<file path="src/rtl/dsb_pkg.sv">
package dsb_pkg;
  typedef enum logic [1:0] {
    SLOT_EMPTY = 2'd0,
    SLOT_CHECK = 2'd1,
    SLOT_HELD  = 2'd2
  } slot_state_e;
endpackage

</file>
<file path="src/rtl/dsb_merge.sv">
module dsb_merge #(
  parameter int DW = 32
) (
  input  logic [DW-1:0]   base,
  input  logic [DW-1:0]   over,
  input  logic [DW/8-1:0] be,
  input  logic            sel,
  output logic [DW-1:0]   merged
);
  localparam int BW = DW / 8;

  for (genvar b = 0; b < BW; b++) begin : g_byte
    assign merged[b*8 +: 8] = (sel && be[b]) ? over[b*8 +: 8] : base[b*8 +: 8];
  end
endmodule

</file>
<file path="src/rtl/dsb_slot.sv">
module dsb_slot
  import dsb_pkg::*;
#(
  parameter int WAW = 8,
  parameter int DW  = 32
) (
  input  logic            clk,
  input  logic            rst,
  input  logic            st_valid,
  input  logic [WAW-1:0]  st_waddr,
  input  logic [DW-1:0]   st_data,
  input  logic [DW/8-1:0] st_be,
  input  logic            tc_hit,
  input  logic            arr_free,
  output logic            live,
  output logic            checking,
  output logic            held,
  output logic            drop,
  output logic            drain,
  output logic [WAW-1:0]  waddr,
  output logic [DW-1:0]   data,
  output logic [DW/8-1:0] be
);
  slot_state_e state, state_nxt;

  assign checking = (state == SLOT_CHECK);
  assign held     = (state == SLOT_HELD);
  assign live     = held || (checking && tc_hit);
  assign drop     = checking && !tc_hit;
  assign drain    = live && (arr_free || st_valid);

  always_comb begin
    state_nxt = state;
    if (st_valid)              state_nxt = SLOT_CHECK;
    else if (drain || drop)    state_nxt = SLOT_EMPTY;
    else if (checking)         state_nxt = SLOT_HELD;
  end

  always_ff @(posedge clk) begin
    if (rst) state <= SLOT_EMPTY;
    else     state <= state_nxt;
  end

  always_ff @(posedge clk) begin
    if (st_valid) begin
      waddr <= st_waddr;
      data  <= st_data;
      be    <= st_be;
    end
  end

  // an arriving store always enters the checking state next cycle
  a_r4_store_captured: assert property (@(posedge clk) disable iff (rst)
    st_valid |=> checking);
  // the held state is only reached through a confirmed hit
  a_r2_held_after_hit: assert property (@(posedge clk) disable iff (rst)
    $rose(held) |-> $past(checking && tc_hit));
endmodule

</file>
<file path="src/rtl/dsb_wport.sv">
module dsb_wport #(
  parameter int WAW = 8,
  parameter int DW  = 32
) (
  input  logic            clk,
  input  logic            rst,
  input  logic            drain,
  input  logic [WAW-1:0]  src_waddr,
  input  logic [DW-1:0]   src_data,
  input  logic [DW/8-1:0] src_be,
  output logic            we,
  output logic [WAW-1:0]  waddr,
  output logic [DW-1:0]   wdata,
  output logic [DW/8-1:0] wbe
);
  always_ff @(posedge clk) begin
    if (rst) we <= 1'b0;
    else     we <= drain;
  end

  always_ff @(posedge clk) begin
    if (drain) begin
      waddr <= src_waddr;
      wdata <= src_data;
      wbe   <= src_be;
    end
  end

  // a write only follows a cycle that was asked to drain
  a_r3_we_follows_drain: assert property (@(posedge clk) disable iff (rst)
    !drain |=> !we);
endmodule

</file>
<file path="src/rtl/dstore_buf.sv">
module dstore_buf #(
  parameter int AW = 10,
  parameter int DW = 32
) (
  input  logic                          clk,
  input  logic                          rst,
  input  logic                          st_valid,
  input  logic [AW-1:0]                 st_addr,
  input  logic [DW-1:0]                 st_data,
  input  logic [DW/8-1:0]               st_be,
  input  logic                          tc_hit,
  input  logic                          arr_free,
  input  logic                          ld_valid,
  input  logic [AW-1:0]                 ld_addr,
  input  logic [DW-1:0]                 ld_array_data,
  output logic                          arr_we,
  output logic [AW-$clog2(DW/8)-1:0]    arr_waddr,
  output logic [DW-1:0]                 arr_wdata,
  output logic [DW/8-1:0]               arr_wbe,
  output logic                          ld_rvalid,
  output logic [DW-1:0]                 ld_rdata,
  output logic                          st_miss
);
  localparam int BW   = DW / 8;
  localparam int OFFW = $clog2(BW);
  localparam int WAW  = AW - OFFW;

  logic           s_live, s_checking, s_held, s_drop, s_drain;
  logic [WAW-1:0] s_waddr;
  logic [DW-1:0]  s_data;
  logic [BW-1:0]  s_be;
  logic [WAW-1:0] ld_waddr;
  logic           hit_wp, hit_slot;
  logic [DW-1:0]  after_wp, after_slot;

  dsb_slot #(.WAW(WAW), .DW(DW)) u_slot (
    .clk(clk), .rst(rst),
    .st_valid(st_valid), .st_waddr(st_addr[AW-1:OFFW]),
    .st_data(st_data), .st_be(st_be),
    .tc_hit(tc_hit), .arr_free(arr_free),
    .live(s_live), .checking(s_checking), .held(s_held),
    .drop(s_drop), .drain(s_drain),
    .waddr(s_waddr), .data(s_data), .be(s_be)
  );

  dsb_wport #(.WAW(WAW), .DW(DW)) u_wport (
    .clk(clk), .rst(rst), .drain(s_drain),
    .src_waddr(s_waddr), .src_data(s_data), .src_be(s_be),
    .we(arr_we), .waddr(arr_waddr), .wdata(arr_wdata), .wbe(arr_wbe)
  );

  assign ld_waddr = ld_addr[AW-1:OFFW];
  assign hit_wp   = arr_we && (arr_waddr == ld_waddr);
  assign hit_slot = s_live && (s_waddr == ld_waddr);

  // older in-flight write first, newer buffered store on top
  dsb_merge #(.DW(DW)) u_merge_wp (
    .base(ld_array_data), .over(arr_wdata), .be(arr_wbe),
    .sel(hit_wp), .merged(after_wp)
  );
  dsb_merge #(.DW(DW)) u_merge_slot (
    .base(after_wp), .over(s_data), .be(s_be),
    .sel(hit_slot), .merged(after_slot)
  );

  always_ff @(posedge clk) begin
    if (rst) begin
      ld_rvalid <= 1'b0;
      st_miss   <= 1'b0;
    end else begin
      ld_rvalid <= ld_valid;
      st_miss   <= s_drop;
    end
  end

  always_ff @(posedge clk) begin
    if (ld_valid) ld_rdata <= after_slot;
  end


  a_r1_reset_quiet: assert property (@(posedge clk)
    rst |=> (!arr_we && !ld_rvalid && !st_miss));

  a_r2_miss_never_written: assert property (@(posedge clk) disable iff (rst)
    (s_checking && !tc_hit) |=> !arr_we);

  a_r3_write_needs_slot: assert property (@(posedge clk) disable iff (rst)
    arr_we |-> $past(arr_free || st_valid));

  a_r4_full_store_drains: assert property (@(posedge clk) disable iff (rst)
    (s_live && st_valid) |=> arr_we);

  a_r5_miss_pulse: assert property (@(posedge clk) disable iff (rst)
    st_miss |-> $past(s_checking && !tc_hit));

  a_r8_load_latency: assert property (@(posedge clk) disable iff (rst)
    ld_valid |=> ld_rvalid);
  a_r8_no_spurious_result: assert property (@(posedge clk) disable iff (rst)
    !ld_valid |=> !ld_rvalid);
endmodule

</file>
<file path="config.mk">
export PLATFORM = sky130hd
export DESIGN_NAME = dstore_buf
export DESIGN_NICKNAME = d
export VERILOG_FILES = /design/src/rtl/dsb_pkg.sv /design/src/rtl/dsb_merge.sv /design/src/rtl/dsb_slot.sv /design/src/rtl/dsb_wport.sv /design/src/rtl/dstore_buf.sv
export SDC_FILE = /design/constraint.sdc
export NUM_CORES = 1
export LEC_CHECK = 0
export ABC_AREA = 1
export BUFFER_PORTS_ARGS = -buffer_cell sky130_fd_sc_hd__buf_2
export CELL_PAD_IN_SITES_DETAIL_PLACEMENT = 1
export CELL_PAD_IN_SITES_GLOBAL_PLACEMENT = 1
export CORE_MARGIN = 2
export CORE_UTILIZATION = 39
export CTS_CLUSTER_DIAMETER = 30
export DETAILED_ROUTE_END_ITERATION = 8
export PLACE_DENSITY = 0.77
export SLEW_MARGIN = 0
export SYNTH_ARGS = -nofsm -noshare
export SYNTH_HDL_FRONTEND = slang
export SYNTH_SLANG_ARGS = --single-unit
</file>
<file path="constraint.sdc">
create_clock -name clk -period 1.83 [get_ports clk]
set_input_delay 0.183 -clock clk [delete_from_list [all_inputs] [get_ports clk]]
set_output_delay 0.183 -clock clk [all_outputs]
set_load 0.01 [all_outputs]
</file>
# After elaboration in Yosys (flattened, before gate mapping)
# Index checks and enable logic that the tools add are counted.
# word_totals
regBits	125
in_bits	94
rom_bits	0
n_memories	0
latchBits	0
word_cells	46
output_inout_bits	79
ramBits	0
# op_classes
muxes	11
bitwise_logic	0
n_eq_ne	4
magnitude_cmp	0
shift	0
n_mul	0
add_sub_neg	0
div	0
n_reduce_logical	19
# ops
cell	count
$mux W8	8
$eq A8 B8 Y1	2
$logic_and A1 B1 Y1	13
$logic_or A1 B1 Y1	3
$mux W1	3
$reduce_bool A3 Y1	1
$reduce_or A3 Y1	1
$eq A2 B1 Y1 const B	1
$eq A2 B2 Y1 const B	1
$logic_not A1 Y1	1

# Depth between registers and ports, before layout
# Gate-level depths: netlist of run 1.
# logic_depth
ltp_word	7
depth_mapped	10
ltp_nobuf	10

# Hierarchy
# From an unflattened synthesis of run 1, not the netlist that was laid out.
# hier_totals
hier_cells	437
area_unflattened_um2	5086.1
# by_module_without_submodules
mod	seq_area_each_um2	cells_each	area_each_um2	n_inst
dsb_slot	1361.3	66	1448.9	1
dsb_wport	1341.3	47	1351.3	1
dstore_buf	1001.0	108	1305.0	1
dsb_merge	0.0	108	490.5	2

# Least setup slack after synthesis of run 1
# OpenSTA, ideal clock, no wires.
# synth_path
kind	register to register
startpoint	reg u_slot.state[1]
endpoint	reg u_wport.waddr[0], enable pin
arrival_ps	1284
slack_ps	167
path_stages_with_launch	5
setup_ps	379
path_buffers	0
cell_sequence	dfxtp_1 > inv_1 > o21a_1 > o21bai_1 > inv_2
# synth_via
elab_chain_len	4
elab_cells_between_ends	5
# synth_lines
element	line	rtl
start, declared	dsb_slot.sv:24	slot_state_e state, state_nxt;
start signal, assigned	dsb_slot.sv:41	else state <= state_nxt;
$eq A2 B1 Y1	dsb_slot.sv:26	assign checking = (state == SLOT_CHECK);
$logic_and A1 B1 Y1	dsb_slot.sv:28	assign live = held || (checking && tc_hit);
$logic_or A1 B1 Y1 *	dsb_slot.sv:28	
$logic_and A1 B1 Y1 *	dsb_slot.sv:30	assign drain = live && (arr_free || st_valid);
via s_drain	dstore_buf.sv:28	logic s_live, s_checking, s_held, s_drop, s_drain;
end signal, assigned	dsb_wport.sv:23	waddr <= src_waddr;
end, declared	dsb_wport.sv:12	output logic [WAW-1:0] waddr,
# Mark *: on every way through the listed nets, which the timed path passes. The rest lies on a longest branch.
# A chain may end at the register's enable or synchronous reset.

# Worst setup path in the final report of run 1
# layout_path
startpoint	reg u_wport.waddr[5]
endpoint	reg ld_rdata[3] (data pin)
# layout_via
elab_chain_len	5
# layout_lines
element	line	rtl
$eq A8 B8 Y1	dstore_buf.sv:53	assign hit_wp = arr_we && (arr_waddr == ld_waddr);
$logic_and A1 B1 Y1	dstore_buf.sv:53	
$logic_and A1 B1 Y1	dsb_merge.sv:13	assign merged[b*8 +: 8] = (sel && be[b]) ? over[b*8 +: 8] : base[b*8 +: 8];
$mux W8 (2 in a row)	dsb_merge.sv:13	
via after_slot[3]	dstore_buf.sv:34	logic [DW-1:0] after_wp, after_slot;
end signal, assigned	dstore_buf.sv:77	if (ld_valid) ld_rdata <= after_slot;
end, declared	dstore_buf.sv:21	output logic [DW-1:0] ld_rdata,
# The timed path passes the listed nets, and every way through them passes these cells.

==> impl_metrics.csv, run 1 <==
group,metric,value,unit
status,outcome,"complete, no violations",
floorplan,io_pins,173,
sta,timing.slew.headroom,69.1,%
synthesis,yosysTopAreaCell,"edfxtp_1",
routing,via_per_inst,4.79,
sta,finalHoldViolCount,0,
grt,grt_pass1_vias,4505,
routing,drc,0,
placed_design,dpl.hpwl,9820,um
setup_path,slowest_stage,"edfxtp_1",
flow_run,maxCapViolCount,0,
power_and_ir_drop,power.density,967,mW/mm^2
cts,numCtsBuffers,17,
power_and_ir_drop,total_power,7.26,mW
floorplan,start_util,40.1,%
sta,setup_slack,0.0920,ns
sta,fmax,575,MHz
routing,vias,4140,
setup_path,crit_chain,"nand2_1 -> nand2_1 -> nor2_2 -> nand2_2 -> nor2_8 -> buf_12 -> nand4_1 -> nand3_2 -> nand2_1",
setup_path,cp-end-kind,"register",
sta,rsz0062_at_grt,"true",
grt,grt_pass1_wl,24000,um
synthesis,syn-num-nets,537,
grt,grt_max_degree,47,
cells_and_area,layout-drive-gt1-share,33.4,%
synthesis,yosys-top-cells-area,"edfxtp_1 68%, nand2_1 8.3%, inv_1 5.8%",
setup_path,cp-startpoint,"u_wport.waddr[5]",
grt,grt_util_all_layers,22.2,%
setup_path,worstPathRequired,2.00,ns
sta,post-route-min-period,1.74,ns
cts,cts.path.max_buffers,2,
setup_path,reg2reg_depth,9,
synthesis,synth.distinct_cells,26,
cells_and_area,syn_to_final_growth,40.6,%
cells_and_area,n_antenna_cell,0,
setup_path,cp.arrival,1.90,ns
cts,htree_levels,4,
cts,clock_sinks,125,
power_and_ir_drop,irDropWorstVdd,0.000713,V
sta,worst_pin_slew,0.463,ns
floorplan,core-area,0.0133,mm^2
synthesis,synth_ff_type,"edfxtp_1",
routing,drt_iter0_drc,221,
grt,antenna_found_initial,0,
setup_path,critPathLaunchType,"register",
synthesis,synth_top_cell_area_share,67.5,%
synthesis,ys_warn_count,0,
placed_design,gp_congestion,0.812,
setup_path,r2r_start,"u_wport.waddr[5]",
placed_design,dpl_worst_slack,0.0229,ns
cells_and_area,finalCoreUtilization,56.5,%
synthesis,synth-seq-cells,125,
setup_path,crit_path_frequent_cell,"nand2_1",
cts,cts_tree,"built",
floorplan,rows,42,
setup_path,crit_fanout,9,
floorplan,die-area,0.0146,mm^2
sta,maxSlewViolCount,0,
routing,wire_per_inst,18.3,um
hold_path,hold_path.startpoint,"arr_free",
power_and_ir_drop,p_leak,3.45,nW
synthesis,ys_async_sr_fraction,0,%
setup_path,slowest_delay,0.42,ns
hold_path,hold_depth,3,
sta,finalCritPeriodShare,95.0,%
placed_design,portBuffers,168,
cts,insertion_delay,0.41,ns
floorplan,dieWidth,121,um
synthesis,avgSynthCellArea,12.0,um^2
grt,overflow,0,
routing,routed_wl,15900,um
routing,ant_nets,0,
synthesis,ys_seq_area_share,69.4,%
sta,whs,0.0937,ns
floorplan,die_h,121,um
synthesis,netlist_area,0.00534,mm^2
sta,finalSetupViolCount,0,
cells_and_area,num-nets-final,770,
sta,fin_worst_skew,0.00676,ns
synthesis,syn_inst,443,
synthesis,synth_edf_count,120,
routing,drtPass1Iterations,4,
setup_path,path_class,"register to register",
hold_path,hp-class,"input port to register",
cts,root_buffer,"clkbuf_16",
cts,path_clk_slew,0.06,ns
-- worst paths after layout --
| path | endpoint | slack, ns |
|---|---|---|
| worst min-delay path | u_wport.we | 0.09 |
| worst max register to register | ld_rdata[3] | 0.09 |
| worst min register to register | u_wport.wdata[0] | 0.45 |
| worst max-delay path | ld_rdata[3] | 0.09 |
-- synthesized netlist by cell type, types with 3 or more instances --
cell / number
xor2_1: 4
buf_6: 4
nand3_1: 33
dfxtp_1: 5
buf_4: 3
nand3_4: 4
nand4_4: 4
nand4_1: 33
buf_8: 3
nor2_1: 6
inv_1: 83
clkinv_2: 4
xnor2_1: 4
edfxtp_1: 120
nor2_4: 3
nand2_1: 118
-- area by class of cell --
class                   instances  area, um^2
fillers                      1449        5790
inverters                      88         335
well taps                     176         220
multi-input cells             220        1190
clock inverters                13         124
repair buffers                224        1500
flip-flops and latches        125        3700
clock buffers                  19         433
-- kinds of logic after synthesis --
kind of cell,count (synthesis),share of synthesized area (%)
flip-flops,125,69.4
AO/OA/AOI/OAI,5,0.633
buffers and inverters,98,8.39
XOR/XNOR,8,1.31
AND/OR/NAND/NOR,207,20.3
-- cell usage in the layout, fill, tap and decap left out, types with 2 or more instances in the layout --
master / netlist / routed
clkbuf_16: 0 / 19
nand4_1: 33 / 33
nand3_2: 1 / 2
xnor2_1: 4 / 4
clkinvlp_4: 0 / 3
dlygate4sd3_1: 0 / 45
nor2_4: 3 / 3
a21oi_1: 2 / 2
nand2_2: 1 / 2
buf_4: 3 / 2
dfxtp_1: 5 / 5
clkinv_1: 0 / 2
bufinv_16: 0 / 2
clkbuf_1: 0 / 2
xor2_1: 4 / 4
inv_1: 83 / 83
nand4_4: 4 / 4
nand2_1: 118 / 117
edfxtp_1: 120 / 120
nor2_1: 6 / 6
clkinv_2: 4 / 9
nand3_4: 4 / 4
nor2_2: 2 / 2
buf_12: 0 / 7
buf_2: 0 / 168
nand3_1: 33 / 32
-- sequential cells by signal (all words and copies together) (netlist names) --
| register | flops |
|---|---|
| ld_rvalid | 1 |
| u_slot.data | 32 |
| u_slot.be | 4 |
| u_slot.state | 2 |
| u_wport.wbe | 4 |
| u_wport.wdata | 32 |
| st_miss | 1 |
| u_slot.waddr | 8 |
| u_wport.we | 1 |
| u_wport.waddr | 8 |
| ld_rdata | 32 |
-- worst max-delay path, delay by kind of cell, from the launching register on --
| kind | cells | cell delay, ns |
|---|---|---|
| buffers and inverters | 1 | 0.17 |
| AND/OR/NAND/NOR | 8 | 0.89 |
| flip-flops | 1 | 0.42 |
-- through the flow --
step / cell area [um^2] / cells / setup TNS [ns]
2_1_floorplan: 5340 / 443 / 0
3_3_place_gp: 6400 / 784 / 0
3_5_place_dp: 6400 / 784 / 0
4_1_cts: 7410 / 861 / 0
5_1_grt: 7510 / 865 / -0.0193
6_report: 7510 / 865 / 0
-- repair_timing --
action                                  CTS  global route
hold endpoints to repair                 47             0
hold buffers                             45             0
endpoints found under the setup margin    0            32
setup buffers                             0             2
gates resized for setup                   0             2
-- routing by layer --
metal / GRT usage (%) / part of all wire, %
met5: 0 / 0
met4: 9.74 / 1.7
met3: 5.17 / 4.8
met2: 40.5 / 55
met1: 24.5 / 39
-- where the power goes --
group	internal, mW	switching [mW]	total, mW
Combinational	0.277	0.337	0.614
Clock	1.98	1.23	3.21
Sequential	3.34	0.0959	3.44
Total	5.60	1.66	7.26
(Power assumes the default switching activity.)
==> run 2, diff against run 1 <==
ABC_AREA = default   (was 1)
CORE_UTILIZATION = 40   (was 39)
HOLD_SLACK_MARGIN = 0.1   (was default)
PLACE_DENSITY = 0.78   (was 0.77)
==> run 2 against run 1 <==
Compared with the run above:
- the flow now finishes with violations (setup timing)
- cell count fell by 8.6%
- clock power rose by 3%
- routed wire length rose by 8.9%
- worst hold slack improved by 0.11 ns
==> impl_metrics.csv, run 2 <==
group,metric,value,unit
floorplan,rows,41,
routing,wire_per_inst,21.8,um
setup_path,slowest_delay,0.40,ns
floorplan,core-area,0.0126,mm^2
sta,fin_worst_skew,0.0108,ns
synthesis,netlist_area,0.00513,mm^2
setup_path,cp.arrival,2.28,ns
synthesis,ys_async_sr_fraction,0,%
synthesis,yosysTopAreaCell,"edfxtp_1",
floorplan,start_util,40.8,%
cells_and_area,fill_cells,1224,
synthesis,ys_seq_area_share,72.2,%
cells_and_area,num-nets-final,700,
setup_path,slowest_stage,"a222oi_1",
synthesis,synth_edf_count,120,
cells_and_area,final_common_cell,"buf_2",
cts,insertion_delay,0.42,ns
cells_and_area,layoutNonFillerInstCount,791,
synthesis,avgSynthCellArea,14.7,um^2
cts,cts_tree,"built",
cts,cts.path.max_buffers,2,
grt,grt_util_all_layers,24.9,%
sta,setup_slack,-0.186,ns
synthesis,synth_top_cell_area_share,70.2,%
routing,ant_nets,0,
sta,fmax,496,MHz
sta,rsz0062_at_grt,"true",
cells_and_area,reg_top3,"ld_rdata (32), u_slot.data (32), u_wport.wdata (32)",
synthesis,yosys-top-cells-area,"edfxtp_1 70%, mux2i_1 6.4%, a41oi_1 5.5%",
cells_and_area,syn_to_final_growth,56.2,%
cells_and_area,mostFrequentLayoutCells,"168 x buf_2, 120 x edfxtp_1, 67 x inv_1, 48 x dlygate4sd3_1, 33 x mux2i_1",
cells_and_area,multi_input_area,0.00144,mm^2
grt,grt_pass1_wl,24200,um
grt,grt_max_degree,33,
placed_design,portBuffers,168,
placed_design,gp_congestion,0.808,
floorplan,dieWidth,117,um
routing,drc,0,
cells_and_area,finalCoreUtilization,63.8,%
routing,drt_iter0_drc,245,
cts,numCtsBuffers,17,
setup_path,crit_fanout,6,
grt,grt_pass1_vias,4395,
synthesis,synth_common_cells,"120 x edfxtp_1, 67 x inv_1, 33 x mux2i_1, 32 x a31oi_1, 32 x a41oi_1",
synthesis,synth.distinct_cells,25,
synthesis,synth.most_common_cell,"edfxtp_1",
routing,drtPass1Iterations,4,
grt,overflow,0,
setup_path,worstPathRequired,2.09,ns
grt,antenna_found_initial,0,
placed_design,placed_cells,703,
placed_design,dpl.hpwl,10100,um
sta,post-route-min-period,2.02,ns
sta,maxSlewViolCount,0,
cts,htree_levels,4,
routing,routed_wl,17300,um
floorplan,die-area,0.0138,mm^2
cells_and_area,n_antenna_cell,0,
cts,path_clk_slew,0.06,ns
synthesis,syn_inst,350,
routing,via_per_inst,5.12,
cts,root_buffer,"clkbuf_16",
sta,finalCritPeriodShare,110,%
cts,clock_sinks,125,
sta,timing.slew.headroom,65.0,%
power_and_ir_drop,p_leak,3.49,nW
setup_path,critPathLaunchType,"register",
cells_and_area,layout-drive-gt1-share,42.6,%
status,violations,"setup timing",
power_and_ir_drop,irDropWorstVdd,0.000641,V
power_and_ir_drop,power.density,935,mW/mm^2
floorplan,io_pins,173,
cells_and_area,seqCellArea,0.00370,mm^2
setup_path,crit_chain,"inv_1 -> a222oi_1 -> buf_4 -> and4_4 -> buf_8 -> a31oi_1 -> mux2i_1",
status,outcome,"finished, violations left",
synthesis,synth_ff_type,"edfxtp_1",
sta,worst_pin_slew,0.511,ns
synthesis,syn-num-nets,444,
flow_run,maxCapViolCount,0,
setup_path,cp-end-kind,"register",
synthesis,ys_warn_count,0,
sta,finalSetupViolCount,32,
setup_path,path_class,"register to register",
floorplan,die_h,117,um
hold_path,hp-class,"input port to register",
sta,finalHoldViolCount,0,
routing,vias,4049,
synthesis,synth-seq-cells,125,
-- run 2: layout make-up --
cell class | count | area share (%)
clock buffers | 23 | 5.59
clock inverters | 9 | 1.48
inverters | 67 | 3.14
multi-input cells | 141 | 18.0
flip-flops and latches | 125 | 46.2
well taps | 172 | 2.68
repair buffers | 254 | 22.9
-- run 2: through the flow --
| stage | setup TNS [ns] | hold slack (ns) | power [mW] | area (um^2) | setup WS, ns |
|---|---|---|---|---|---|
| after floorplan | -2.34 | 0.255 | 3.71 | 5190 | -0.0857 |
| after global placement | -0.124 | 0.359 | 4.04 | 6520 | -0.0403 |
| after detailed placement | -1.96 | 0.361 | 4.08 | 6520 | -0.126 |
| after CTS | -3.99 | 0.190 | 7.50 | 7790 | -0.166 |
| after global routing | -7.30 | 0.223 | 7.74 | 8020 | -0.294 |
| final | -4.40 | 0.204 | 7.50 | 8020 | -0.186 |
-- run 2: final timing paths --
path                                  startpoint                end  slack [ns]  cells after the start
worst max-delay path            u_wport.waddr[5]       ld_rdata[16]       -0.19                      7
worst max register to register  u_wport.waddr[5]       ld_rdata[16]       -0.19                      7
worst min-delay path                    st_valid         u_wport.we        0.20                      3
worst min register to register   u_slot.data[27]  u_wport.wdata[27]        0.45                      0
-- run 2: cells by family after synthesis --
logic type	synth area share, %
AOI/OAI and AO/OA	10.1
buffers and inverters	6.24
xor gates and xnor gates	2.22
muxes	6.44
DFF	72.2
and+or+nand+nor	2.83
-- run 2: metal layers --
layer / share of wire [%] / wire length, um / global-route usage [%] / vias up
met2: 54 / 9320 / 44.1 / 169
met4: 1.2 / 201 / 10.7 / 0
li1: - / - / - / 1846
met3: 6.7 / 1150 / 6.90 / 18
met1: 38 / 6600 / 28.1 / 2016
met5: 0 / 0 / 0 / -
-- run 2: worst max-delay path, delay by kind of cell (launching register included) --
family | cells | cell delay, ns
flops | 1 | 0.35
buf+inv | 3 | 0.47
simple gates | 1 | 0.36
mux | 1 | 0.17
compound gates | 2 | 0.51
-- run 2: where the power goes --
part	switching, mW	internal, mW
logic	0.410	0.358
registers	0.0845	3.35
clock network	1.18	2.12
total	1.67	5.83
-- run 2: timing repair --
action,CTS,global route
setup endpoints to repair,32,32
setup buffers,3,0
pin swaps,11,15
resized for setup,21,20
gates cloned,3,2
endpoints found under the hold margin,49,0
hold buffers,48,0
==> run 3, diff against run 2 <==
clock period = 1.95 ns   (was 1.83 ns; I/O delays follow)
==> run 3 against run 2 <==
Compared with the run above:
- largest power group unchanged
- largest cell class unchanged
- worst hold slack got worse by 0.035 ns
- die area unchanged
- the run still ends with setup timing left
- total power decreased by 9.9%
- first-iteration DRC count increased by 6.9%
==> impl_metrics.csv, run 3 (synthesis results as in run 2) <==
group,metric,value,unit
status,outcome,"finished, violations left",
status,violations,"setup timing",
setup_path,path_buf_inv,2,
placed_design,gp_congestion,0.766,
cells_and_area,final_area,0.00752,mm^2
cts,clock_sinks,125,
sta,timing.slew.headroom,57.3,%
routing,drtPass1Iterations,7,
grt,grt_pass1_vias,4305,
cells_and_area,mostFrequentLayoutCells,"168 x buf_2, 120 x edfxtp_1, 67 x inv_1, 48 x dlygate4sd3_1, 32 x mux2i_1",
setup_path,cp.arrival,2.13,ns
routing,via_per_inst,5.08,
placed_design,dpl_cell_area,0.00637,mm^2
routing,routed_wl,15300,um
cells_and_area,layout-drive-gt1-share,37.7,%
sta,rsz0062_at_grt,"true",
grt,grt_max_degree,47,
power_and_ir_drop,p_int,5.29,mW
power_and_ir_drop,p_comb_share,9.3,%
cells_and_area,syn_to_final_growth,46.6,%
cts,htree_levels,4,
setup_path,crit_fanout,17,
power_and_ir_drop,p_leak,3.35,nW
setup_path,slowest_stage,"edfxtp_1",
power_and_ir_drop,power.density,898,mW/mm^2
cells_and_area,reg_top3,"ld_rdata (32), u_slot.data (32), u_wport.wdata (32)",
floorplan,die_h,117,um
routing,drt_iter0_drc,262,
sta,finalSetupViolCount,1,
power_and_ir_drop,clock_power_share,43.0,%
grt,busiest_layer,"met2",
grt,met1_usage,26.8,%
floorplan,start_util,40.8,%
setup_path,critPathLaunchType,"register",
cts,numCtsBuffers,17,
power_and_ir_drop,p_switching,1.46,mW
power_and_ir_drop,irDropWorstVdd,0.000656,V
grt,grt_pass1_wl,22400,um
flow_run,maxCapViolCount,0,
floorplan,die-area,0.0138,mm^2
hold_path,hp-class,"input port to register",
setup_path,path_class,"register to register",
sta,worst_pin_slew,0.640,ns
setup_path,cp-end-kind,"register",
cells_and_area,final_common_cell,"buf_2",
sta,fmax,507,MHz
cts,path_clk_slew,0.05,ns
cts,root_buffer,"clkbuf_16",
routing,ant_nets,0,
placed_design,dpl_worst_slack,-0.0463,ns
cts,cts_tree,"built",
sta,maxSlewViolCount,0,
sta,post-route-min-period,1.97,ns
floorplan,io_pins,173,
setup_path,cp_top_family,"compound AO/OA/AOI/OAI gates",
sta,finalHoldViolCount,0,
grt,overflow,0,
floorplan,dieWidth,117,um
sta,fin_worst_skew,0.0135,ns
cells_and_area,num-nets-final,691,
placed_design,dpl.hpwl,9830,um
grt,grt_use_met2,38.2,%
grt,grt_util_all_layers,22.6,%
setup_path,worstPathRequired,2.11,ns
routing,vias,3975,
power_and_ir_drop,power_switching_share,21.7,%
routing,wire_per_inst,19.5,um
sta,setup_slack,-0.0226,ns
sta,whs,0.169,ns
sta,tns,-0.0226,ns
power_and_ir_drop,power.share.sequential,47.7,%
routing,drc,0,
setup_path,slowest_delay,0.40,ns
floorplan,core-area,0.0126,mm^2
setup_path,crit_path_frequent_cell,"buf_4",
grt,grt.met3_usage,7.16,%
floorplan,rows,41,
placed_design,portBuffers,168,
cts,cts.path.max_buffers,2,
cts,insertion_delay,0.41,ns
grt,antenna_found_initial,1,
sta,finalCritPeriodShare,101,%
setup_path,crit_chain,"buf_4 -> nand2b_1 -> o2111a_1 -> buf_4 -> a41oi_1 -> a31oi_4 -> mux2i_1",
run 3: cell count changes in the layout (fill, tap and decap cells not counted), sizes merged:
| cell | change |
|---|---|
| diode | +1 |
| clkbuf | +5 |
| buf | -8 |
| bufinv | -2 |
| clkinv | -4 |
run 3: worst register-to-register path: cells and delay by family, from the launching register on:
family	cells	cell delay, ns
AO/OA/AOI/OAI	3	0.73
AND/OR/NAND/NOR	1	0.07
buffers and inverters	2	0.43
flip-flops	1	0.40
multiplexers	1	0.10
run 3: path summary, 6_finish.rpt:
check	startpoint	cells past startpoint	slack [ns]	endpoint
setup / recovery	u_wport.waddr[5]	7	-0.02	ld_rdata[25]
hold / removal	st_valid	3	0.17	u_wport.we
setup reg to reg	u_wport.waddr[5]	7	-0.02	ld_rdata[25]
hold reg to reg	u_slot.data[11]	0	0.44	u_wport.wdata[11]
run 3: layout make-up:
| class | count | area, um^2 |
|---|---|---|
| repair buffers | 245 | 1630 |
| inverters | 67 | 251 |
| flip-flops and latches | 125 | 3700 |
| fillers | 1284 | 5040 |
| well taps | 172 | 215 |
| clock buffers | 29 | 500 |
| multi-input cells | 141 | 1190 |
| diodes | 1 | 2.50 |
| clock inverters | 3 | 38.8 |
run 3: metal layers:
layer  up-vias  part of all wire, %
met2       189                   52
li1       1825                    -
met5         -                    0
met4         0                  1.6
met3        23                  7.6
met1      1938                   39
run 3: what timing repair did:
item                                   in CTS  in global routing
gates cloned                                0                  1
hold buffers                               48                  0
endpoints found under the hold margin      49                  0
pin swaps                                   1                  4
buffers inserted                            1                  3
setup endpoints to repair                  21                 32
resized for setup                           6                  8
run 3: power by group through the flow:
stage,combinational (mW),clock (mW),sequential (mW)
finish,0.632,2.90,3.22
detailed placement,0.541,0,3.27
CTS,0.625,2.96,3.22
global placement,0.522,0,3.26
global route,0.689,3.08,3.24
floorplan,0.174,0,3.30
run 3: per-stage QoR:
stage	utilization [%]	total power, mW	instances
after detailed placement	50.7	3.81	697
after global placement	50.7	3.78	697
after floorplan	-	3.47	350
after CTS	59.1	6.81	778
final	59.9	6.76	783
after global routing	59.9	7.00	782
